===== config.mk =====
export PLATFORM = sky130hd
export DESIGN_NAME = slotq_spi_master
export DESIGN_NICKNAME = d
export VERILOG_FILES = /design/src/rtl/slotq_pkg.sv /design/src/rtl/slotq_ram.sv /design/src/rtl/slotq_shifter.sv /design/src/rtl/slotq_spi_master.sv
export SDC_FILE = /design/constraint.sdc
export NUM_CORES = 1
export LEC_CHECK = 0
export BUFFER_PORTS_ARGS = -buffer_cell sky130_fd_sc_hd__buf_2
export CAP_MARGIN = 20
export CORE_ASPECT_RATIO = 0.75
export CORE_MARGIN = 8
export CORE_UTILIZATION = 65
export CTS_CLUSTER_SIZE = 16
export DETAILED_ROUTE_END_ITERATION = 10
export HOLD_SLACK_MARGIN = 0.12
export PLACE_DENSITY = 0.85
export SYNTH_ARGS = -nofsm -noshare
export SYNTH_HDL_FRONTEND = slang
export SYNTH_SLANG_ARGS = --single-unit

===== constraint.sdc =====
create_clock -name clk_i -period 7.48 [get_ports clk_i]
set_input_delay 0.748 -clock clk_i [delete_from_list [all_inputs] [get_ports clk_i]]
set_output_delay 0.748 -clock clk_i [all_outputs]
set_load 0.01 [all_outputs]

===== src/rtl/slotq_pkg.sv =====
package slotq_pkg;
  typedef enum logic [1:0] {SQ_IDLE, SQ_LOAD, SQ_SHIFT} sq_state_e;
  localparam int unsigned CTRL_CONT_BIT  = 7;
  localparam int unsigned CTRL_START_BIT = 6;
  localparam int unsigned CTRL_IRQ_BIT   = 5;
  localparam int unsigned CMD_CONT_BIT   = 7;
endpackage


===== src/rtl/slotq_ram.sv =====
module slotq_ram #(
  parameter int unsigned DEPTH = 32,
  parameter int unsigned W     = 8,
  parameter int unsigned NRD   = 2,
  parameter int unsigned AW    = $clog2(DEPTH)
) (
  input  logic                   clk_i,
  input  logic                   rst_ni,
  input  logic                   we_i,
  input  logic [AW-1:0]          waddr_i,
  input  logic [W-1:0]           wdata_i,
  input  logic [NRD-1:0][AW-1:0] raddr_i,
  output logic [NRD-1:0][W-1:0]  rdata_o
);
  logic [W-1:0] mem_q [DEPTH];

  always_ff @(posedge clk_i or negedge rst_ni) begin
    if (!rst_ni) begin
      for (int i = 0; i < DEPTH; i++) mem_q[i] <= '0;
    end else if (we_i) begin
      mem_q[waddr_i] <= wdata_i;
    end
  end

  for (genvar g = 0; g < NRD; g++) begin : g_rd
    assign rdata_o[g] = mem_q[raddr_i[g]];
  end
endmodule


===== src/rtl/slotq_shifter.sv =====
module slotq_shifter #(
  parameter int unsigned DIV_W = 8
) (
  input  logic             clk_i,
  input  logic             rst_ni,
  input  logic             go_i,
  input  logic [DIV_W-1:0] div_i,
  input  logic [7:0]       tx_i,
  input  logic             miso_i,
  output logic             sck_o,
  output logic             mosi_o,
  output logic             done_o,
  output logic [7:0]       rx_o
);
  logic             busy_q, sck_q, mosi_q;
  logic [DIV_W-1:0] cnt_q;
  logic [2:0]       bit_q;
  logic [7:0]       tx_sh_q, rx_sh_q;
  logic             tick;

  assign tick   = busy_q && (cnt_q == '0);
  assign done_o = tick && !sck_q && (bit_q == 3'd7);
  assign rx_o   = {rx_sh_q[6:0], miso_i};
  assign sck_o  = sck_q;
  assign mosi_o = mosi_q;

  always_ff @(posedge clk_i or negedge rst_ni) begin
    if (!rst_ni) begin
      busy_q  <= 1'b0;
      sck_q   <= 1'b1;
      mosi_q  <= 1'b1;
      cnt_q   <= '0;
      bit_q   <= '0;
      tx_sh_q <= '0;
      rx_sh_q <= '0;
    end else if (go_i) begin
      busy_q  <= 1'b1;
      sck_q   <= 1'b1;
      cnt_q   <= div_i - 1'b1;
      bit_q   <= '0;
      tx_sh_q <= tx_i;
    end else if (tick) begin
      cnt_q <= div_i - 1'b1;
      if (sck_q) begin
        // falling edge: present next bit
        sck_q   <= 1'b0;
        mosi_q  <= tx_sh_q[7];
        tx_sh_q <= {tx_sh_q[6:0], 1'b0};
      end else begin
        // rising edge: sample
        sck_q   <= 1'b1;
        rx_sh_q <= rx_o;
        bit_q   <= bit_q + 1'b1;
        if (bit_q == 3'd7) busy_q <= 1'b0;
      end
    end else if (busy_q) begin
      cnt_q <= cnt_q - 1'b1;
    end
  end
endmodule


===== src/rtl/slotq_spi_master.sv =====
module slotq_spi_master
  import slotq_pkg::*;
#(
  parameter int unsigned SLOTS   = 16,
  parameter int unsigned DIV_W   = 8,
  parameter int unsigned DIV_MIN = 8,
  parameter int unsigned CS_N    = 4,
  parameter int unsigned ADDR_W  = 7
) (
  input  logic              clk_i,
  input  logic              rst_ni,
  input  logic              bus_req_i,
  input  logic              bus_we_i,
  input  logic [ADDR_W-1:0] bus_addr_i,
  input  logic [7:0]        bus_wdata_i,
  output logic [7:0]        bus_rdata_o,
  output logic              sck_o,
  output logic              mosi_o,
  input  logic              miso_i,
  output logic [CS_N-1:0]   cs_n_o,
  output logic              irq_o
);
  localparam int unsigned SLOT_W = $clog2(SLOTS);
  localparam int unsigned WORDS  = 2 * SLOTS;
  localparam int unsigned WORD_W = SLOT_W + 1;
  localparam logic [ADDR_W-1:0] A_CTRL = ADDR_W'(0);
  localparam logic [ADDR_W-1:0] A_STAT = ADDR_W'(1);
  localparam logic [ADDR_W-1:0] A_QST  = ADDR_W'(2);
  localparam logic [ADDR_W-1:0] A_QEND = ADDR_W'(3);
  localparam logic [ADDR_W-1:0] A_DIV  = ADDR_W'(4);
  localparam logic [ADDR_W-1:0] A_MODE = ADDR_W'(5);
  localparam logic [ADDR_W-1:0] A_LOCK = ADDR_W'(6);
  localparam logic [ADDR_W-1:0] A_TX   = ADDR_W'(WORDS);
  localparam logic [ADDR_W-1:0] A_RX   = ADDR_W'(2 * WORDS);
  localparam logic [ADDR_W-1:0] A_CMD  = ADDR_W'(3 * WORDS);
  localparam logic [ADDR_W-1:0] A_END  = ADDR_W'(3 * WORDS + SLOTS);

  sq_state_e          state_q;
  logic [SLOT_W-1:0]  slot_q, qstart_q, qend_q;
  logic [DIV_W-1:0]   div_q;
  logic [5:0]         mode_q;
  logic               irq_en_q, cont_q, start_q, done_q, lock_q;
  logic [CS_N-1:0]    cs_n_q;

  logic wr, ctrl_wr, start_req, seq_idle, slot_done, last_slot, fin;
  logic in_tx, in_rx, in_cmd;
  logic [ADDR_W-1:0] off_tx, off_rx, off_cmd;
  logic [1:0][7:0] tx_rd, cmd_rd;
  logic [0:0][7:0] rx_rd;
  logic [7:0] rx_byte, cmd_eng;
  logic       sh_go;
  logic       unused_cmd;

  assign wr        = bus_req_i && bus_we_i;
  assign ctrl_wr   = wr && (bus_addr_i == A_CTRL);
  assign seq_idle  = (state_q == SQ_IDLE);
  assign start_req = ctrl_wr && bus_wdata_i[CTRL_START_BIT] && seq_idle;
  assign last_slot = (slot_q == qend_q);
  assign fin       = slot_done && last_slot;
  assign sh_go     = (state_q == SQ_LOAD);
  assign cmd_eng   = cmd_rd[1];
  assign unused_cmd = ^cmd_eng[6:CS_N];

  assign in_tx   = (bus_addr_i >= A_TX)  && (bus_addr_i < A_RX);
  assign in_rx   = (bus_addr_i >= A_RX)  && (bus_addr_i < A_CMD);
  assign in_cmd  = (bus_addr_i >= A_CMD) && (bus_addr_i < A_END);
  assign off_tx  = bus_addr_i - A_TX;
  assign off_rx  = bus_addr_i - A_RX;
  assign off_cmd = bus_addr_i - A_CMD;

  slotq_ram #(.DEPTH(WORDS), .W(8), .NRD(2)) u_tx_ram (
    .clk_i, .rst_ni,
    .we_i   (wr && in_tx),
    .waddr_i(off_tx[WORD_W-1:0]),
    .wdata_i(bus_wdata_i),
    .raddr_i({{slot_q, 1'b0}, off_tx[WORD_W-1:0]}),
    .rdata_o(tx_rd)
  );

  slotq_ram #(.DEPTH(SLOTS), .W(8), .NRD(2)) u_cmd_ram (
    .clk_i, .rst_ni,
    .we_i   (wr && in_cmd),
    .waddr_i(off_cmd[SLOT_W-1:0]),
    .wdata_i(bus_wdata_i),
    .raddr_i({slot_q, off_cmd[SLOT_W-1:0]}),
    .rdata_o(cmd_rd)
  );

  slotq_ram #(.DEPTH(WORDS), .W(8), .NRD(1)) u_rx_ram (
    .clk_i, .rst_ni,
    .we_i   (slot_done),
    .waddr_i({slot_q, 1'b1}),
    .wdata_i(rx_byte),
    .raddr_i(off_rx[WORD_W-1:0]),
    .rdata_o(rx_rd)
  );

  slotq_shifter #(.DIV_W(DIV_W)) u_shift (
    .clk_i, .rst_ni,
    .go_i  (sh_go),
    .div_i (div_q),
    .tx_i  (tx_rd[1]),
    .miso_i,
    .sck_o,
    .mosi_o,
    .done_o(slot_done),
    .rx_o  (rx_byte)
  );

  // registers
  always_ff @(posedge clk_i or negedge rst_ni) begin
    if (!rst_ni) begin
      irq_en_q <= 1'b0;
      cont_q   <= 1'b0;
      start_q  <= 1'b0;
      done_q   <= 1'b0;
      qstart_q <= '0;
      qend_q   <= '0;
      div_q    <= DIV_W'(DIV_MIN);
      mode_q   <= '0;
      lock_q   <= 1'b0;
    end else begin
      if (ctrl_wr) begin
        irq_en_q <= bus_wdata_i[CTRL_IRQ_BIT];
        cont_q   <= bus_wdata_i[CTRL_CONT_BIT];
      end
      if (start_req)  start_q <= 1'b1;
      else if (fin)   start_q <= 1'b0;
      // completion wins over a same-edge clear
      if (fin) done_q <= 1'b1;
      else if (wr && bus_addr_i == A_STAT && !bus_wdata_i[0]) done_q <= 1'b0;
      if (wr && bus_addr_i == A_QST)  qstart_q <= bus_wdata_i[SLOT_W-1:0];
      if (wr && bus_addr_i == A_QEND) qend_q   <= bus_wdata_i[SLOT_W-1:0];
      if (wr && bus_addr_i == A_DIV)
        div_q <= (bus_wdata_i < 8'(DIV_MIN)) ? DIV_W'(DIV_MIN) : DIV_W'(bus_wdata_i);
      if (wr && bus_addr_i == A_MODE) mode_q <= bus_wdata_i[5:0];
      if (wr && bus_addr_i == A_LOCK) lock_q <= bus_wdata_i[0];
    end
  end

  // slot sequencer
  always_ff @(posedge clk_i or negedge rst_ni) begin
    if (!rst_ni) begin
      state_q <= SQ_IDLE;
      slot_q  <= '0;
      cs_n_q  <= '1;
    end else begin
      unique case (state_q)
        SQ_IDLE: if (start_req) begin
          state_q <= SQ_LOAD;
          slot_q  <= qstart_q;
        end
        SQ_LOAD: begin
          state_q <= SQ_SHIFT;
          cs_n_q  <= cmd_eng[CS_N-1:0];
        end
        SQ_SHIFT: if (slot_done) begin
          if (!cmd_eng[CMD_CONT_BIT]) cs_n_q <= '1;
          if (last_slot) state_q <= SQ_IDLE;
          else begin
            state_q <= SQ_LOAD;
            slot_q  <= (slot_q == SLOT_W'(SLOTS - 1)) ? '0 : slot_q + 1'b1;
          end
        end
        default: state_q <= SQ_IDLE;
      endcase
    end
  end

  always_comb begin
    bus_rdata_o = '0;
    if (bus_addr_i == A_CTRL)      bus_rdata_o = {cont_q, start_q, irq_en_q, 5'b0};
    else if (bus_addr_i == A_STAT) bus_rdata_o = {7'b0, done_q};
    else if (bus_addr_i == A_QST)  bus_rdata_o = 8'(qstart_q);
    else if (bus_addr_i == A_QEND) bus_rdata_o = 8'(qend_q);
    else if (bus_addr_i == A_DIV)  bus_rdata_o = 8'(div_q);
    else if (bus_addr_i == A_MODE) bus_rdata_o = {2'b0, mode_q};
    else if (bus_addr_i == A_LOCK) bus_rdata_o = {7'b0, lock_q};
    else if (in_tx)                bus_rdata_o = tx_rd[0];
    else if (in_rx)                bus_rdata_o = rx_rd[0];
    else if (in_cmd)               bus_rdata_o = cmd_rd[0];
  end

  assign cs_n_o = cs_n_q;
  assign irq_o  = done_q && irq_en_q;
endmodule


==> impl_results.md <==
* CTS root buffer: clkbuf_16
* Syn Std Cell Area at approximately 29000 um^2
* Post-synth top cells: dfrtp_1, mux2_2, mux4_2
* # setup viols final at 0
* Global-route usage over all layers at between 30% and 40%
* Vias in the first global route at 18700
* CTS tree: yes
* CORE AREA at between 40000 and 50000 um^2
* Share of Yosys cell area claimed by the top area cell type at 49.8%
* Via/cell ratio at 7.16
* Worst setup SP type: input pin
* CTS resizes at 0
* Worst Hold Class: input pin to asynchronous set/reset pin
* Routability-driven placement congestion ratio at ~0.95
* Setup repair bufs after CTS at 0
* CTS buffer count at 54
* Pwr dens at 215 nW/um^2
* Synth Warn # at 0
* Fin crit share at 63.7%
* Final Hold Vio Count at 0
* Clock skew at 0.0195 ns
* Flop2flop setup slack at ~4.0 ns
* DRC at 0
* N_diodes at 0
* Slew Limit Fails at 0
* Yosys cell types at 62
* Post-synth EDFFs at 0
* Share of cells above drive strength 1 at 45.7%
* Tmin final at roughly 4.8 ns
* Largest net degree at the start of global routing at 190
* Global-route wire length before repair at 119000 um
* Slew headroom at 20.8%
* Total gr overflow at 0
* Largest cells by area after synthesis: dfrtp_1, mux2_2, mux4_2
* Worst Tran Pin Value at 1.18 ns
* Clock Latency Late Sink at 0.60 ns
* Number of clock sinks at just under 600
* Worst VDD drop at between 150 and 200 uV
* H-tree depth at 2
* Static leakage at about 14 nW
* Initial antenna violation count at 0
* Sequential fraction of the synthesis area at a little over 50%
* F_max at approximately 210 MHz
* Post-synth ARST share at 100%
* Top-count cell post-synth: dfrtp_1
* Die height at 198 um
* Layout area overhead at 7.90%
* Post-synth top area cell: dfrtp_1
* Top FF cell, synth: dfrtp_1
* I/O pin count at 35
* Routed vias at between 15000 and 20000
* Placement Setup Slack at about 2.8 ns
* Max-Cap Viols at 0
* Sequential cell area at 14500 um^2
* Synth Instances at 1995
* DRT Pass-1 Iters at 7
* Row count at 66
* Number of synthesized register bits at 578
* Post-layout net count at roughly 2000
* Crit. End Element: primary output
* CP required at 6.73 ns
* Syn_area_per_cell at 14.4 um^2
* IO buf count at 34
* Max Buffers Root-to-Sink at 3
* Detailed Route WL at roughly 77000 um
* # hold bufs at CTS at 0
* Crit Path Category: input pin to primary output
* Final Power at between 0.006 and 0.007 W
* Die area at 51200 um^2
* Antenna Violating Nets Remaining at 0
* Chip width at 259 um
* RSZ-0062 raised after global routing: false
* Status: complete, no violations
* Net Count, Synth at between 2000 and 2500
* Starting Density at 66.0%
* Filler Cells Inserted at about 2800
* Worst-path fanout max at 96
* Area taken by multi-input logic gates at 13500 um^2
* Critical path arrival at 4.02 ns
* PnR worst setup slack at 2.71 ns
* Detailed Place HPWL at 49900 um
* Initial DRC Count at 2365
* Reg clk slew, reported paths at ~0.060 ns
* Routed len/inst at 29.8 um
* Setup TNS at 0 ns
[cell usage in the layout (no fill, tap or decap), types with 7 or more instances in the layout]
cell type  netlist  layout
a21oi_1         35      35
and2_1           7       7
buf_2           38      30
buf_4           12      20
clkbuf_1        89      13
clkbuf_16        0      54
clkbuf_8         0      15
clkinv_2         0      11
dfrtp_1        571     569
dfstp_2          7       7
ha_1             8       8
inv_1            9       9
mux2_2         551     551
mux2i_1         61      61
mux4_2         174     174
nand2_1         93      93
nand2_2         10      10
nand2b_1        13      13
nand3_1         17      17
nand4_1          8       8
nor2_1          66      66
nor2_2          14      14
nor2b_1         10      10
nor3_1          22      22
o21ai_0         36      36
o22ai_1         13      13
o31ai_1          9       9
xnor2_1         14      14
[per-stage QoR]
stage          utilization (%)  std cells  instance area, um^2  hold WS, ns
2_1_floorplan                -       1995                28700        0.452
3_3_place_gp              67.2       2485                29200        0.472
3_5_place_dp              67.2       2485                29200        0.481
4_1_cts                   71.2       2583                30900        0.297
5_1_grt                   71.2       2583                30900        0.317
6_report                  71.2       2583                30900        0.261
[logic make-up (layout without fill, tap and decap cells)]
family	after synthesis	in the layout	share of synthesized area, %
adders and majority gates	8	8	0.349
and+or+nand+nor	293	293	5.16
xor gates and xnor gates	19	19	0.580
buffers and inverters	153	163	2.33
DFF	578	578	50.5
AOI/OAI and AO/OA	152	152	3.46
muxes	792	792	37.7
[critical path, cell delays in order]
cell,delay (ns)
clkbuf_8,0.74
buf_12,0.45
nand2_1,0.30
o22ai_1,0.24
nor2_1,0.06
o32ai_1,0.35
a21oi_1,0.12
o31ai_1,0.63
buf_2,0.25
[worst paths after layout]
check / start / to / depth (start not counted)
worst max-delay path: bus_addr_i[1] / bus_rdata_o[3] / 9
worst min-delay path: rst_ni / u_cmd_ram.mem_q[121] / 1
worst max register to register: slot_q[0] / cs_n_o[2] / 5
worst min register to register: u_rx_ram.mem_q[167] / u_rx_ram.mem_q[167] / 1
max in group asynchronous: rst_ni / u_rx_ram.mem_q[16] / 2
min in group clk_i: u_rx_ram.mem_q[167] / u_rx_ram.mem_q[167] / 1
[final cells by class]
cell class,instances,area share (%)
Clock inverter,17,0.578
Sequential cell,578,46.8
Inverter,9,0.109
Timing Repair Buffer,56,1.29
Tap cell,578,2.34
Clock buffer,81,5.15
Multi-Input combinational cell,1264,43.8
[sequential cells by signal, summed over array words and instances (netlist names), 2 cells and up]
signal	flops
div_q	8
qend_q	4
qstart_q	4
u_shift.bit_q	3
u_tx_ram.mem_q	256
cs_n_o	4
slot_q	4
u_shift.rx_sh_q	7
u_rx_ram.mem_q	128
u_shift.cnt_q	8
u_cmd_ram.mem_q	128
mode_q	6
u_shift.tx_sh_q	8
state_q	2
[where the power goes]
part / leakage, nW / switching [W] / internal (W)
Sequential: 7.89 / 0.0000952 / 0.00325
Clock: 0.883 / 0.00119 / 0.00157
Combinational: 5.63 / 0.000313 / 0.000236
Total: 14.4 / 0.00160 / 0.00506
[metal layers]
layer / global-route usage (%) / routed length, um
met5: 0 / 0
met4: 9.26 / 2350
met3: 7.29 / 7640
met2: 45.7 / 35300
met1: 44.0 / 31700
(Power assumes the default switching activity.)
